`src/rtl/rxf_pkg.sv`:
```
package rxf_pkg;

    typedef enum logic [0:0] {
        ST_IDLE   = 1'b0,
        ST_REPORT = 1'b1
    } rxf_state_e;

    typedef struct packed {
        logic uc_hash_en;
        logic mc_hash_en;
        logic bcast_block;
        logic accept_all;
    } rxf_cfg_t;

    localparam int CFG_UC_BIT    = 0;
    localparam int CFG_MC_BIT    = 1;
    localparam int CFG_BLOCK_BIT = 2;
    localparam int CFG_ALL_BIT   = 3;

    localparam int CFG_WORD      = 0;
    localparam int TABLE_BASE    = 2;
    localparam int ENTRY_BASE    = 4;

endpackage

```
`src/rtl/rxf_cfg_regs.sv`:
```
module rxf_cfg_regs
    import rxf_pkg::*;
#(
    parameter int REG_AW   = 5,
    parameter int HASH_W   = 6,
    localparam int TBL_BITS = 1 << HASH_W,
    localparam int TBL_WORDS = (TBL_BITS + 31) / 32
) (
    input  logic                clk,
    input  logic                rst_n,
    input  logic                wr_en,
    input  logic [REG_AW-1:0]   wr_addr,
    input  logic [31:0]         wr_data,
    output rxf_cfg_t            cfg,
    output logic [TBL_BITS-1:0] tbl
);

    always_ff @(posedge clk or negedge rst_n) begin
        if (!rst_n) begin
            cfg <= '0;
        end else if (wr_en && wr_addr == REG_AW'(CFG_WORD)) begin
            cfg.uc_hash_en  <= wr_data[CFG_UC_BIT];
            cfg.mc_hash_en  <= wr_data[CFG_MC_BIT];
            cfg.bcast_block <= wr_data[CFG_BLOCK_BIT];
            cfg.accept_all  <= wr_data[CFG_ALL_BIT];
        end
    end

    for (genvar w = 0; w < TBL_WORDS; w++) begin : g_tbl_word
        localparam int LO = w * 32;
        localparam int NB = (TBL_BITS - LO) < 32 ? (TBL_BITS - LO) : 32;
        always_ff @(posedge clk or negedge rst_n) begin
            if (!rst_n) begin
                tbl[LO +: NB] <= '0;
            end else if (wr_en && wr_addr == REG_AW'(TABLE_BASE + w)) begin
                tbl[LO +: NB] <= wr_data[NB-1:0];
            end
        end
    end

endmodule

```
`src/rtl/rxf_entry_bank.sv`:
```
module rxf_entry_bank
    import rxf_pkg::*;
#(
    parameter int NUM_ENTRIES = 4,
    parameter int REG_AW      = 5,
    parameter int DA_W        = 48,
    localparam int HI_W       = DA_W - 32
) (
    input  logic                   clk,
    input  logic                   rst_n,
    input  logic                   wr_en,
    input  logic [REG_AW-1:0]      wr_addr,
    input  logic [31:0]            wr_data,
    input  logic [DA_W-1:0]        da,
    output logic [NUM_ENTRIES-1:0] slot_vld,
    output logic [NUM_ENTRIES-1:0] slot_match
);

    for (genvar k = 0; k < NUM_ENTRIES; k++) begin : g_slot
        localparam int LO_ADDR = ENTRY_BASE + 2 * k;
        localparam int HI_ADDR = ENTRY_BASE + 2 * k + 1;

        logic [31:0]     lo_q;
        logic [HI_W-1:0] hi_q;
        logic            wr_lo;
        logic            wr_hi;

        assign wr_lo = wr_en && (wr_addr == REG_AW'(LO_ADDR));
        assign wr_hi = wr_en && (wr_addr == REG_AW'(HI_ADDR));

        always_ff @(posedge clk or negedge rst_n) begin
            if (!rst_n) begin
                lo_q        <= '0;
                hi_q        <= '0;
                slot_vld[k] <= 1'b0;
            end else begin
                if (wr_lo) begin
                    lo_q        <= wr_data;
                    slot_vld[k] <= 1'b0;
                end
                if (wr_hi) begin
                    hi_q        <= wr_data[HI_W-1:0];
                    slot_vld[k] <= 1'b1;
                end
            end
        end

        assign slot_match[k] = slot_vld[k] && (da == {hi_q, lo_q});
    end

endmodule

```
`src/rtl/rxf_hash_fold.sv`:
```
module rxf_hash_fold #(
    parameter int DA_W   = 48,
    parameter int HASH_W = 6
) (
    input  logic [DA_W-1:0]   da,
    output logic [HASH_W-1:0] idx
);

    localparam int FOLDS = (DA_W + HASH_W - 1) / HASH_W;

    for (genvar i = 0; i < HASH_W; i++) begin : g_bit
        always_comb begin
            idx[i] = 1'b0;
            for (int j = 0; j < FOLDS; j++) begin
                if (i + j * HASH_W < DA_W) begin
                    idx[i] = idx[i] ^ da[i + j * HASH_W];
                end
            end
        end
    end

endmodule

```
`src/rtl/rxf_decide.sv`:
```
module rxf_decide
    import rxf_pkg::*;
#(
    parameter int NUM_ENTRIES = 4,
    parameter int DA_W        = 48,
    localparam int IDX_W      = (NUM_ENTRIES > 1) ? $clog2(NUM_ENTRIES) : 1
) (
    input  logic                   clk,
    input  logic                   rst_n,
    input  logic                   da_valid,
    input  logic [DA_W-1:0]        da,
    input  logic [NUM_ENTRIES-1:0] slot_match,
    input  logic                   tbl_bit,
    input  rxf_cfg_t               cfg,
    output logic                   res_valid,
    output logic                   accept,
    output logic                   hit_spec,
    output logic [IDX_W-1:0]       hit_idx,
    output logic                   hit_hash,
    output logic                   hit_bcast,
    output logic                   hit_all
);

    rxf_state_e state_q;
    rxf_state_e state_d;

    logic             is_bcast;
    logic             is_group;
    logic             spec_d;
    logic [IDX_W-1:0] idx_d;
    logic             hash_d;
    logic             bcast_d;
    logic             all_d;
    logic             acc_d;

    always_comb begin
        is_bcast = &da;
        is_group = da[0];
        spec_d   = (|slot_match) && !is_bcast;
        idx_d    = '0;
        for (int k = NUM_ENTRIES - 1; k >= 0; k--) begin
            if (slot_match[k]) begin
                idx_d = IDX_W'(k);
            end
        end
        hash_d  = !is_bcast && tbl_bit &&
                  (is_group ? cfg.mc_hash_en : cfg.uc_hash_en);
        bcast_d = is_bcast && !cfg.bcast_block;
        all_d   = cfg.accept_all;
        acc_d   = spec_d || hash_d || bcast_d || all_d;
    end

    always_comb begin
        state_d = state_q;
        unique case (state_q)
            ST_IDLE:   if (da_valid)  state_d = ST_REPORT;
            ST_REPORT: if (!da_valid) state_d = ST_IDLE;
            default:   state_d = ST_IDLE;
        endcase
    end

    always_ff @(posedge clk or negedge rst_n) begin
        if (!rst_n) state_q <= ST_IDLE;
        else        state_q <= state_d;
    end

    always_ff @(posedge clk or negedge rst_n) begin
        if (!rst_n) begin
            accept    <= 1'b0;
            hit_spec  <= 1'b0;
            hit_idx   <= '0;
            hit_hash  <= 1'b0;
            hit_bcast <= 1'b0;
            hit_all   <= 1'b0;
        end else if (state_d == ST_REPORT) begin
            accept    <= acc_d;
            hit_spec  <= spec_d;
            hit_idx   <= spec_d ? idx_d : '0;
            hit_hash  <= hash_d;
            hit_bcast <= bcast_d;
            hit_all   <= all_d;
        end else begin
            accept    <= 1'b0;
            hit_spec  <= 1'b0;
            hit_idx   <= '0;
            hit_hash  <= 1'b0;
            hit_bcast <= 1'b0;
            hit_all   <= 1'b0;
        end
    end

    assign res_valid = (state_q == ST_REPORT);

endmodule

```
`src/rtl/rx_addr_filter.sv`:
```
module rx_addr_filter
    import rxf_pkg::*;
#(
    parameter int NUM_ENTRIES = 4,
    parameter int REG_AW      = 5,
    parameter int HASH_W      = 6,
    parameter int DA_W        = 48,
    localparam int IDX_W      = (NUM_ENTRIES > 1) ? $clog2(NUM_ENTRIES) : 1,
    localparam int TBL_BITS   = 1 << HASH_W
) (
    input  logic              clk,
    input  logic              rst_n,
    input  logic              cfg_wr_en,
    input  logic [REG_AW-1:0] cfg_wr_addr,
    input  logic [31:0]       cfg_wr_data,
    input  logic              da_valid,
    input  logic [DA_W-1:0]   da,
    output logic              res_valid,
    output logic              accept,
    output logic              hit_spec,
    output logic [IDX_W-1:0]  hit_idx,
    output logic              hit_hash,
    output logic              hit_bcast,
    output logic              hit_all
);

    rxf_cfg_t               cfg;
    logic [TBL_BITS-1:0]    tbl;
    logic [HASH_W-1:0]      hash_idx;
    logic [NUM_ENTRIES-1:0] entry_vld;
    logic [NUM_ENTRIES-1:0] entry_match;

    rxf_cfg_regs #(.REG_AW(REG_AW), .HASH_W(HASH_W)) u_regs (
        .clk     (clk),
        .rst_n   (rst_n),
        .wr_en   (cfg_wr_en),
        .wr_addr (cfg_wr_addr),
        .wr_data (cfg_wr_data),
        .cfg     (cfg),
        .tbl     (tbl)
    );

    rxf_entry_bank #(.NUM_ENTRIES(NUM_ENTRIES), .REG_AW(REG_AW), .DA_W(DA_W)) u_bank (
        .clk        (clk),
        .rst_n      (rst_n),
        .wr_en      (cfg_wr_en),
        .wr_addr    (cfg_wr_addr),
        .wr_data    (cfg_wr_data),
        .da         (da),
        .slot_vld   (entry_vld),
        .slot_match (entry_match)
    );

    rxf_hash_fold #(.DA_W(DA_W), .HASH_W(HASH_W)) u_hash (
        .da  (da),
        .idx (hash_idx)
    );

    rxf_decide #(.NUM_ENTRIES(NUM_ENTRIES), .DA_W(DA_W)) u_decide (
        .clk        (clk),
        .rst_n      (rst_n),
        .da_valid   (da_valid),
        .da         (da),
        .slot_match (entry_match),
        .tbl_bit    (tbl[hash_idx]),
        .cfg        (cfg),
        .res_valid  (res_valid),
        .accept     (accept),
        .hit_spec   (hit_spec),
        .hit_idx    (hit_idx),
        .hit_hash   (hit_hash),
        .hit_bcast  (hit_bcast),
        .hit_all    (hit_all)
    );

endmodule

```
`config.mk`:
```
export PLATFORM = sky130hd
export DESIGN_NAME = rx_addr_filter
export DESIGN_NICKNAME = d
export VERILOG_FILES = /design/src/rtl/rxf_pkg.sv /design/src/rtl/rxf_cfg_regs.sv /design/src/rtl/rxf_entry_bank.sv /design/src/rtl/rxf_hash_fold.sv /design/src/rtl/rxf_decide.sv /design/src/rtl/rx_addr_filter.sv
export SDC_FILE = /design/constraint.sdc
export NUM_CORES = 1
export LEC_CHECK = 0
export BUFFER_PORTS_ARGS = -buffer_cell sky130_fd_sc_hd__buf_4
export CAP_MARGIN = 20
export CORE_ASPECT_RATIO = 0.9
export CORE_MARGIN = 3
export CORE_UTILIZATION = 50
export CTS_CLUSTER_DIAMETER = 80
export DETAILED_ROUTE_END_ITERATION = 8
export PLACE_DENSITY = 0.68
export SLEW_MARGIN = 20
export SYNTH_ARGS = -nofsm -noshare
export SYNTH_HDL_FRONTEND = slang
export SYNTH_HIERARCHICAL = 1
export SYNTH_SLANG_ARGS = --single-unit
```
`constraint.sdc`:
```
create_clock -name clk -period 2.8 [get_ports clk]
set_clock_uncertainty 0.1 [all_clocks]
set_input_delay 0.14 -clock clk [delete_from_list [all_inputs] [get_ports clk]]
set_output_delay 0.14 -clock clk [all_outputs]
set_load 0.005 [all_outputs]
```
## After elaboration in Yosys (flattened, before gate mapping)

Cells that the tools add are included.

| operators by class | value |
|---|---|
| $add $sub $neg | 0 |
| $mul | 0 |
| div/mod/pow operators | 0 |
| $lt $le $gt $ge | 1 |
| equal/unequal tests | 14 |
| shift-type cells | 0 |
| multiplexer cells | 23 |
| bitwise logic cells | 42 |
| reductions and logical operators | 31 |

Operators by type and width:

| cell | number |
|---|---|
| $eq A48 B48 Y1 | 4 |
| $reduce_and A48 Y1 | 1 |
| $xor A1 B1 Y1 | 42 |
| $eq A5 B3 Y1 const B | 4 |
| $eq A5 B4 Y1 const B | 4 |
| $logic_and A1 B1 Y1 | 19 |
| $mux W1 | 16 |
| $mux W2 | 6 |
| $eq A5 B2 Y1 const B | 2 |
| $reduce_bool A2 Y1 | 4 |
| $lt A6 B7 Y1 const B | 1 |
| $bmux W1 S6 | 1 |
| $logic_not A5 Y1 | 1 |
| $reduce_or A4 Y1 | 1 |
| $logic_or A1 B1 Y1 | 3 |
| $logic_not A1 Y1 | 2 |

| storage, ports and cells | value |
|---|---|
| register bits | 272 |
| latch bits | 0 |
| RAM bits | 0 |
| bits in read-only memories | 0 |
| input bits | 89 |
| output and inout bits | 8 |
| word-level logic and storage cells | 136 |
| memories kept | 0 |

## Longest topological paths before layout

Gate-level depths: netlist of run 1.

| depth | value |
|---|---|
| word-level depth | 15 |
| gate-level depth with buffers | 12 |

## By module

Netlist of run 1, hierarchy kept.

Modules (own cells, without submodules):

| module | instances | cells an instance | area an instance (sq um) |
|---|---|---|---|
| rxf_entry_bank | 1 | 703 | 9440.3 |
| rxf_cfg_regs | 1 | 148 | 2580.0 |
| rx_addr_filter | 1 | 62 | 600.6 |
| rxf_decide | 1 | 42 | 449.2 |
| rxf_hash_fold | 1 | 42 | 367.9 |

## Worst setup path after synthesis of run 1

OpenSTA, ideal clock, no wires.

| path | value |
|---|---|
| path kind | in2reg |
| from | in da[36] |
| to | reg u_decide.accept |
| arrival time | 2.189 ns |
| required time | 2.573 ns |
| setup slack | 0.384 ns |
| stages on the path | 11 |
| buffers on the path | 1 |
| path through | xor2_1 -> xnor2_1 -> xnor2_1 -> buf_6 -> mux4_2 -> o2111ai_1 -> nand3_1 -> a211oi_2 -> a211oi_2 -> a211oi_1 -> a21boi_1 |

| on the way | value |
|---|---|
| cells in the longest elaborated chain, start to end | 10 |

Ends and longest elaborated chain:

| element | RTL line | source |
|---|---|---|
| start, declared | rx_addr_filter.sv:17 | `input logic [DA_W-1:0] da,` |
| $xor A1 B1 Y1 (2 in series) | rxf_hash_fold.sv:16 | `idx[i] = idx[i] ^ da[i + j * HASH_W];` |
| net hash_idx[0] | rx_addr_filter.sv:29 | `logic [HASH_W-1:0] hash_idx;` |
| $bmux W1 S6 | rx_addr_filter.sv:65 | `.tbl_bit (tbl[hash_idx]),` |
| $mux W1 (implied by the code) | rx_addr_filter.sv:65 |  |
| $logic_and A1 B1 Y1 (2 in series) | rxf_decide.sv:46 | `hash_d = !is_bcast && tbl_bit &&` |
| $logic_or A1 B1 Y1 (3 in series) | rxf_decide.sv:50 | `acc_d = spec_d \|\| hash_d \|\| bcast_d \|\| all_d;` |
| $mux W1 | rxf_decide.sv:75 | `end else if (state_d == ST_REPORT) begin` |
| end signal, assigned | rxf_decide.sv:69 | `accept <= 1'b0;` |
| end signal, assigned | rxf_decide.sv:76 | `accept <= acc_d;` |
| end signal, assigned | rxf_decide.sv:83 | `accept <= 1'b0;` |
| end, declared | rxf_decide.sv:16 | `output logic accept,` |

The timed path passes the listed nets, and every way through them passes these cells. The select of a mux whose other input is x is not followed.
A chain may end at the register's enable or synchronous reset.

## Worst setup path after layout of run 1

| path | value |
|---|---|
| from | reg u_bank.g_slot[1].lo_q[24] |
| to | reg u_decide.accept |

| on the way | value |
|---|---|
| cells in the longest elaborated chain, start to end | 8 |

Ends and longest elaborated chain:

| element | RTL line | source |
|---|---|---|
| start, declared | rxf_entry_bank.sv:23 | `logic [31:0] lo_q;` |
| start signal, assigned | rxf_entry_bank.sv:38 | `lo_q <= wr_data;` |
| $eq A48 B48 Y1 | rxf_entry_bank.sv:48 | `assign slot_match[k] = slot_vld[k] && (da == {hi_q, lo_q});` |
| $logic_and A1 B1 Y1 | rxf_entry_bank.sv:48 |  |
| net entry_match[1] | rx_addr_filter.sv:31 | `logic [NUM_ENTRIES-1:0] entry_match;` |
| $reduce_or A4 Y1 | rxf_decide.sv:39 | `spec_d = (\|slot_match) && !is_bcast;` |
| $logic_and A1 B1 Y1 | rxf_decide.sv:39 |  |
| $logic_or A1 B1 Y1 (3 in series) | rxf_decide.sv:50 |  |
| $mux W1 | rxf_decide.sv:75 |  |

The timed path passes the listed nets, and every way through them passes these cells.

==> results.json, run 1 <==
{
  "synth.net_count": 1086,
  "final_antenna_net_count": 0,
  "layout-drive-gt1-share": 0.395,
  "path_max_fanout": 2,
  "internal_power_w": 0.00823,
  "clkPwrFrac": 0.316,
  "power_frac_seq": 0.452,
  "power.leakage_nw": 7.48,
  "drt_wl_total_um": 40600,
  "synthArstFlopShare": 1.00,
  "synth_edf_count": 0,
  "cts_resized": 0,
  "rsz0062_at_grt": "false",
  "maxCapViolations": 0,
  "die_x_um": 179,
  "num_vias": 9009,
  "slew-limit-headroom": 0.464,
  "finalHoldViolCount": 0,
  "fmax_mhz": 395,
  "maxSlewViolCount": 0,
  "syn_avg_cell_area_um2": 13.5,
  "status": "finished clean",
  "drtIter0Drc": 769,
  "synth_cell_types": 52,
  "power_density_mw_per_mm2": 714,
  "drt_first_pass_iters": 5,
  "start_kind": "flop",
  "hpwlAfterDp_um": 28000,
  "dieArea_mm2": 0.0289,
  "overflow": 0,
  "viasPerCell": 5.85,
  "final_nets": 1263,
  "clkSlewWorstSetupHoldPaths_ns": 0.06,
  "rows": 56,
  "synth-seq-cells": 272,
  "dieHeight_um": 162,
  "power_frac_comb": 0.232,
  "stdcell_count": 1540,
  "worst_slew_pin_slew_ns": 0.798,
  "dp.cells": 1456,
  "cts_tree": "yes",
  "root_buffer": "clkbuf_16",
  "worstSkewPairLatency_ns": 0.54,
  "antenna_cells": 0,
  "wl_per_cell_um": 26.4,
  "p_sw_w": 0.00324,
  "cp-end-kind": "flop",
  "drc": 0,
  "synth_area_leader_cell": "dfrtp_1",
  "synth_top_area_frac": 0.507,
  "finalCriticalPeriod_ns": 2.53,
  "track_usage": 0.287,
  "ioPinCount": 97,
  "grt_antenna_before_repair": 2,
  "cts_buffers": 29,
  "area_growth_pct": 19.7,
  "cts_sinks": 272,
  "synthFlopType": "dfrtp_1",
  "synthTopCellsByArea": "dfrtp_1, mux2_2, xor2_1, xnor2_1, nor4_1",
  "path_class": "flop to flop",
  "grt_max_degree": 80,
  "hp-class": "input pin to flop",
  "htree_num_levels": 1,
  "vdd_drop_max_mv": 0.459,
  "cts.path.max_buffers": 3,
  "setup_viol": 0,
  "start_util": 0.511,
  "yosys.cell_count.top_type": "dfrtp_1",
  "routabilityCongestion": 0.915,
  "ys_seq_area_frac": 0.507,
  "swShare": 0.283,
  "fin_crit_sh": 0.903,
  "arrival_ns": 2.90,
  "grt_pass1_wl_um": 60700,
  "synth_warnings": 6,
  "tns_ns": 0,
  "synthesis.area_mm2": 0.0134,
  "synth_common_cells": "dfrtp_1, mux2_2, xor2_1",
  "worstPathRequired_ns": 3.17,
  "post_cts_buffers": 0,
  "grt_pass1_vias": 9179,
  "port-buffer-count": 96,
  "core_area_mm2": 0.0263,
  "syn_inst": 997,
  "num-fill-cells": 2084
}
[registers in the layout, indices dropped and copies added (netlist names), 2 cells and up]
register and count:
u_bank/g_slot.hi_q 64, u_bank/g_slot.lo_q 128, u_regs/tbl 64, u_regs/cfg 4
u_decide/hit_idx 2, u_bank/slot_vld 4
[cells by family after synthesis]
logic type | after synthesis | share of synthesized area
AO/OA/AOI/OAI | 27 | 0.0184
XOR/XNOR | 219 | 0.143
buffers and inverters | 51 | 0.0184
flip-flops | 272 | 0.507
multiplexers | 279 | 0.244
AND/OR/NAND/NOR | 149 | 0.0702
[stage by stage]
step	total power [W]	setup WS (ns)	instance area [um^2]	util	hold slack, ns
after floorplan	0.00683	0.384	13400	-	-0.256
after global placement	0.00776	-0.0686	14800	0.565	0.0835
after detailed placement	0.00785	-0.135	14800	0.565	0.0792
after CTS	0.0115	0.328	16100	0.612	0.000148
after global routing	0.0120	0.167	16100	0.612	0.0436
final	0.0115	0.270	16100	0.612	0.0119
[cells in the final DEF (no fill, tap or decap), types with 3 or more instances in the layout]
cell type,count
clkinv_2,4
nor4_2,3
clkbuf_1,9
inv_1,17
clkbuf_8,5
xor2_1,163
nand2b_1,12
nor2b_1,7
mux4_2,11
o2111ai_1,3
nand2_1,14
buf_4,141
mux2_1,6
a222oi_1,3
nand3_1,9
nor2_1,11
and3_1,6
nand4_1,23
nor4_1,43
dfrtp_1,272
xnor2_1,54
dlygate4sd3_1,35
buf_12,3
nor3_1,6
mux2i_1,5
o2111a_1,3
mux2_2,256
clkbuf_16,29
[area by class of cell]
type | instances | area [um^2] | share of cell area
Clock inverter | 6 | 57.6 | 0.00358
Clock buffer | 43 | 828 | 0.0515
Inverter | 17 | 63.8 | 0.00397
Tap cell | 348 | 435 | 0.0271
Timing Repair Buffer | 180 | 1480 | 0.0923
Sequential cell | 272 | 6810 | 0.423
Multi-Input combinational cell | 674 | 6400 | 0.398
[metal layers]
metal  wire length, um  vias up  track usage
li1                  -     3911            -
met1             18400     4657        0.430
met2             17700      364        0.425
met3              3150       75       0.0557
met4              1290        2       0.0850
met5                13        -            0
[critical path: stages (launching register included)]
cell and delay [ns]:
dfrtp_1 0.39, xor2_1 0.20, nor4_1 0.56, nand4_1 0.24, nor4_1 0.40, buf_4 0.19
nor2_1 0.05, nand2_1 0.11, a211oi_1 0.06, a21boi_1 0.15
[power by group through the flow]
stage / sequential [W] / clock, W / combinational (W)
final: 0.00518 / 0.00363 / 0.00266
after detailed placement: 0.00524 / 0 / 0.00261
after global placement: 0.00522 / 0 / 0.00254
after global routing: 0.00527 / 0.00387 / 0.00289
after floorplan: 0.00509 / 0 / 0.00174
after CTS: 0.00517 / 0.00369 / 0.00266
[final timing paths]
| path | start | end | slack (ns) | depth (start not counted) |
|---|---|---|---|---|
| max | u_bank/g_slot[1].lo_q[24] | u_decide/accept | 0.27 | 9 |
| min | cfg_wr_addr[2] | u_regs/cfg[3] | 0.01 | 4 |
| max reg2reg | u_bank/g_slot[1].lo_q[24] | u_decide/accept | 0.27 | 9 |
| min reg2reg | u_regs/cfg[1] | u_decide/hit_bcast | 0.37 | 1 |
| max in group asynchronous | rst_n | u_regs/cfg[2] | 1.69 | 3 |
| min in group asynchronous | rst_n | u_bank/g_slot[0].hi_q[2] | 0.08 | 2 |
[repair_timing]
item | 4_1_cts | 5_1_grt
hold buffers | 35 | 0
setup endpoints to repair | 0 | 0
hold endpoints to repair | 343 | 0
No activity file was read; power rests on OpenSTA's default activity.
==> run 2: changes to the inputs <==
--- a/config.mk
+++ b/config.mk
@@ -5,14 +5,16 @@
 export SDC_FILE = /design/constraint.sdc
 export NUM_CORES = 1
 export LEC_CHECK = 0
-export BUFFER_PORTS_ARGS = -buffer_cell sky130_fd_sc_hd__buf_4
+export BUFFER_PORTS_ARGS = -buffer_cell sky130_fd_sc_hd__buf_2
 export CAP_MARGIN = 20
+export CELL_PAD_IN_SITES_DETAIL_PLACEMENT = 1
+export CELL_PAD_IN_SITES_GLOBAL_PLACEMENT = 1
 export CORE_ASPECT_RATIO = 0.9
 export CORE_MARGIN = 3
 export CORE_UTILIZATION = 50
 export CTS_CLUSTER_DIAMETER = 80
 export DETAILED_ROUTE_END_ITERATION = 8
-export PLACE_DENSITY = 0.68
+export PLACE_DENSITY_LB_ADDON = 0.1
 export SLEW_MARGIN = 20
 export SYNTH_ARGS = -nofsm -noshare
 export SYNTH_HDL_FRONTEND = slang
==> run 2 against run 1 <==
Compared with the run above: cell area decreased by 0.12%; global-route usage rose by 3.5 points; sequential power increased by 1%; clock-buffer cell count decreased by 7; setup slack worse by 0.10 ns; non-clock buffer count grew 4; combinational power increased by 3%; critical path depth did not move; utilization shrank 0.076 points; register-to-register slack worse by 0.10 ns; fmax fell by 3.9%; total power up 7.1%; largest power group unchanged.
==> results.json, run 2 (synthesis gave the netlist of run 1 again) <==
{
  "hp-class": "input pin to flop",
  "drt_wl_total_um": 45900,
  "worstSkewPairLatency_ns": 0.57,
  "power.leakage_nw": 7.53,
  "layout_commonest_cell": "dfrtp_1",
  "start_kind": "flop",
  "path_max_fanout": 2,
  "grtUsageMet2": 0.509,
  "cts.path.max_buffers": 3,
  "r2r_cells": 9,
  "grt_max_degree": 70,
  "r2r_setup_slack_ns": 0.17,
  "routabilityCongestion": 0.882,
  "power_density_mw_per_mm2": 765,
  "placedInstanceArea_mm2": 0.0148,
  "vdd_drop_max_mv": 0.555,
  "layout-drive-gt1-share": 0.418,
  "area_growth_pct": 19.5,
  "slowest_delay_ns": 0.64,
  "core_area_mm2": 0.0263,
  "wl_per_cell_um": 29.6,
  "root_buffer": "clkbuf_16",
  "setup_viol": 0,
  "drtIter0Drc": 701,
  "drc": 0,
  "hpwlAfterDp_um": 31700,
  "met1_usage": 0.457,
  "fmax_mhz": 380,
  "fin_crit_sh": 0.940,
  "slew-limit-headroom": 0.494,
  "maxSlewViolCount": 0,
  "final_nets": 1268,
  "finalHoldViolCount": 0,
  "power_frac_comb": 0.222,
  "multi_input_area_mm2": 0.00641,
  "htree_num_levels": 1,
  "grt_pass1_vias": 9954,
  "path_class": "flop to flop",
  "arrival_ns": 3.02,
  "finalCriticalPeriod_ns": 2.63,
  "worstPathRequired_ns": 3.18,
  "final_antenna_net_count": 0,
  "dp.cells": 1473,
  "p_sw_w": 0.00359,
  "dieArea_mm2": 0.0289,
  "use_met3": 0.0578,
  "ioPinCount": 97,
  "internal_power_w": 0.00870,
  "worst_path_max_delay_cell": "nor4_1",
  "worst_slew_pin_slew_ns": 0.754,
  "cts_resized": 0,
  "final_cell_mix": "dfrtp_1, mux2_2, xor2_1",
  "status": "finished clean",
  "port-buffer-count": 96,
  "cts_sinks": 272,
  "power_frac_seq": 0.425,
  "cts_buffers": 30,
  "final_util": 0.611,
  "crit_chain": "xor2_1 > nor4_1 > nand4_1 > nor4_2 > buf_4 > nor2_1 > nand2_1 > a211oi_1 > a21boi_1",
  "cp-end-kind": "flop",
  "maxCapViolations": 0,
  "grt_busiest_layer": "met2",
  "clkSlewWorstSetupHoldPaths_ns": 0.06,
  "rows": 56,
  "largest_reg_flops": 128,
  "num_vias": 9304,
  "dieHeight_um": 162,
  "drt_first_pass_iters": 5,
  "track_usage": 0.322,
  "largest_register": "u_bank/g_slot.lo_q",
  "hold_slack_ns": 0.0103,
  "grt_antenna_before_repair": 1,
  "rsz0062_at_grt": "false",
  "start_util": 0.511,
  "num-fill-cells": 2600,
  "top_regs": "u_bank/g_slot.lo_q x128, u_bank/g_slot.hi_q x64, u_regs/tbl x64",
  "grt_pass1_wl_um": 67200,
  "cts_tree": "yes",
  "clkPwrFrac": 0.352,
  "die_x_um": 179,
  "viasPerCell": 5.99,
  "overflow": 0,
  "seq_area_mm2": 0.00681,
  "stdcell_count": 1552,
  "swShare": 0.292,
  "min_path_cells": 2,
  "final_cell_area_mm2": 0.0161
}
-- run 2: cell type report --
type / instances / share of cell area
inverters: 17 / 0.00397
flip-flops and latches: 272 / 0.424
multi-input cells: 674 / 0.399
well taps: 348 / 0.0271
clock buffers: 36 / 0.0500
clock inverters: 20 / 0.0176
diodes: 1 / 0.000156
repair buffers: 184 / 0.0782
-- run 2: routing by layer --
| metal | wire length [um] | share of wire |
|---|---|---|
| met1 | 20200 | 0.44 |
| met2 | 21400 | 0.47 |
| met3 | 2880 | 0.063 |
| met4 | 1360 | 0.030 |
| met5 | 0 | 0 |
-- run 2: path summary, 6_finish.rpt --
| check | from | to |
|---|---|---|
| max in group asynchronous | rst_n | u_bank/slot_vld[0] |
| min in group asynchronous | rst_n | u_bank/g_slot[3].hi_q[0] |
| hold / removal | cfg_wr_data[11] | u_regs/tbl[43] |
| setup / recovery | u_bank/g_slot[2].lo_q[29] | u_decide/accept |
| setup reg to reg | u_bank/g_slot[2].lo_q[29] | u_decide/accept |
| hold reg to reg | u_regs/cfg[1] | u_decide/hit_bcast |
-- run 2: critical path, delay by kind of cell (launching register included) --
family / cells / cell delay [ns]
XOR/XNOR: 1 / 0.15
AO/OA/AOI/OAI: 2 / 0.23
buffers and inverters: 1 / 0.20
flip-flops: 1 / 0.39
AND/OR/NAND/NOR: 5 / 1.49
-- run 2: what timing repair did --
item,in CTS,in global routing
hold buffers,22,0
buffers inserted,0,0
hold endpoints to repair,376,0
-- run 2: metrics by stage --
step / setup TNS, ns / setup slack, ns / total power, W
floorplan: 0 / 0.384 / 0.00683
global placement: -0.275 / -0.209 / 0.00779
detailed placement: -0.375 / -0.269 / 0.00792
CTS: 0 / 0.239 / 0.0123
global route: 0 / 0.0879 / 0.0128
finish: 0 / 0.168 / 0.0123
-- run 2: power groups by stage --
stage	Sequential, W	Clock (W)	Combinational [W]
after global placement	0.00522	0	0.00257
after detailed placement	0.00527	0	0.00266
after CTS	0.00521	0.00439	0.00272
after global routing	0.00530	0.00455	0.00294
after floorplan	0.00509	0	0.00174
final	0.00523	0.00433	0.00273
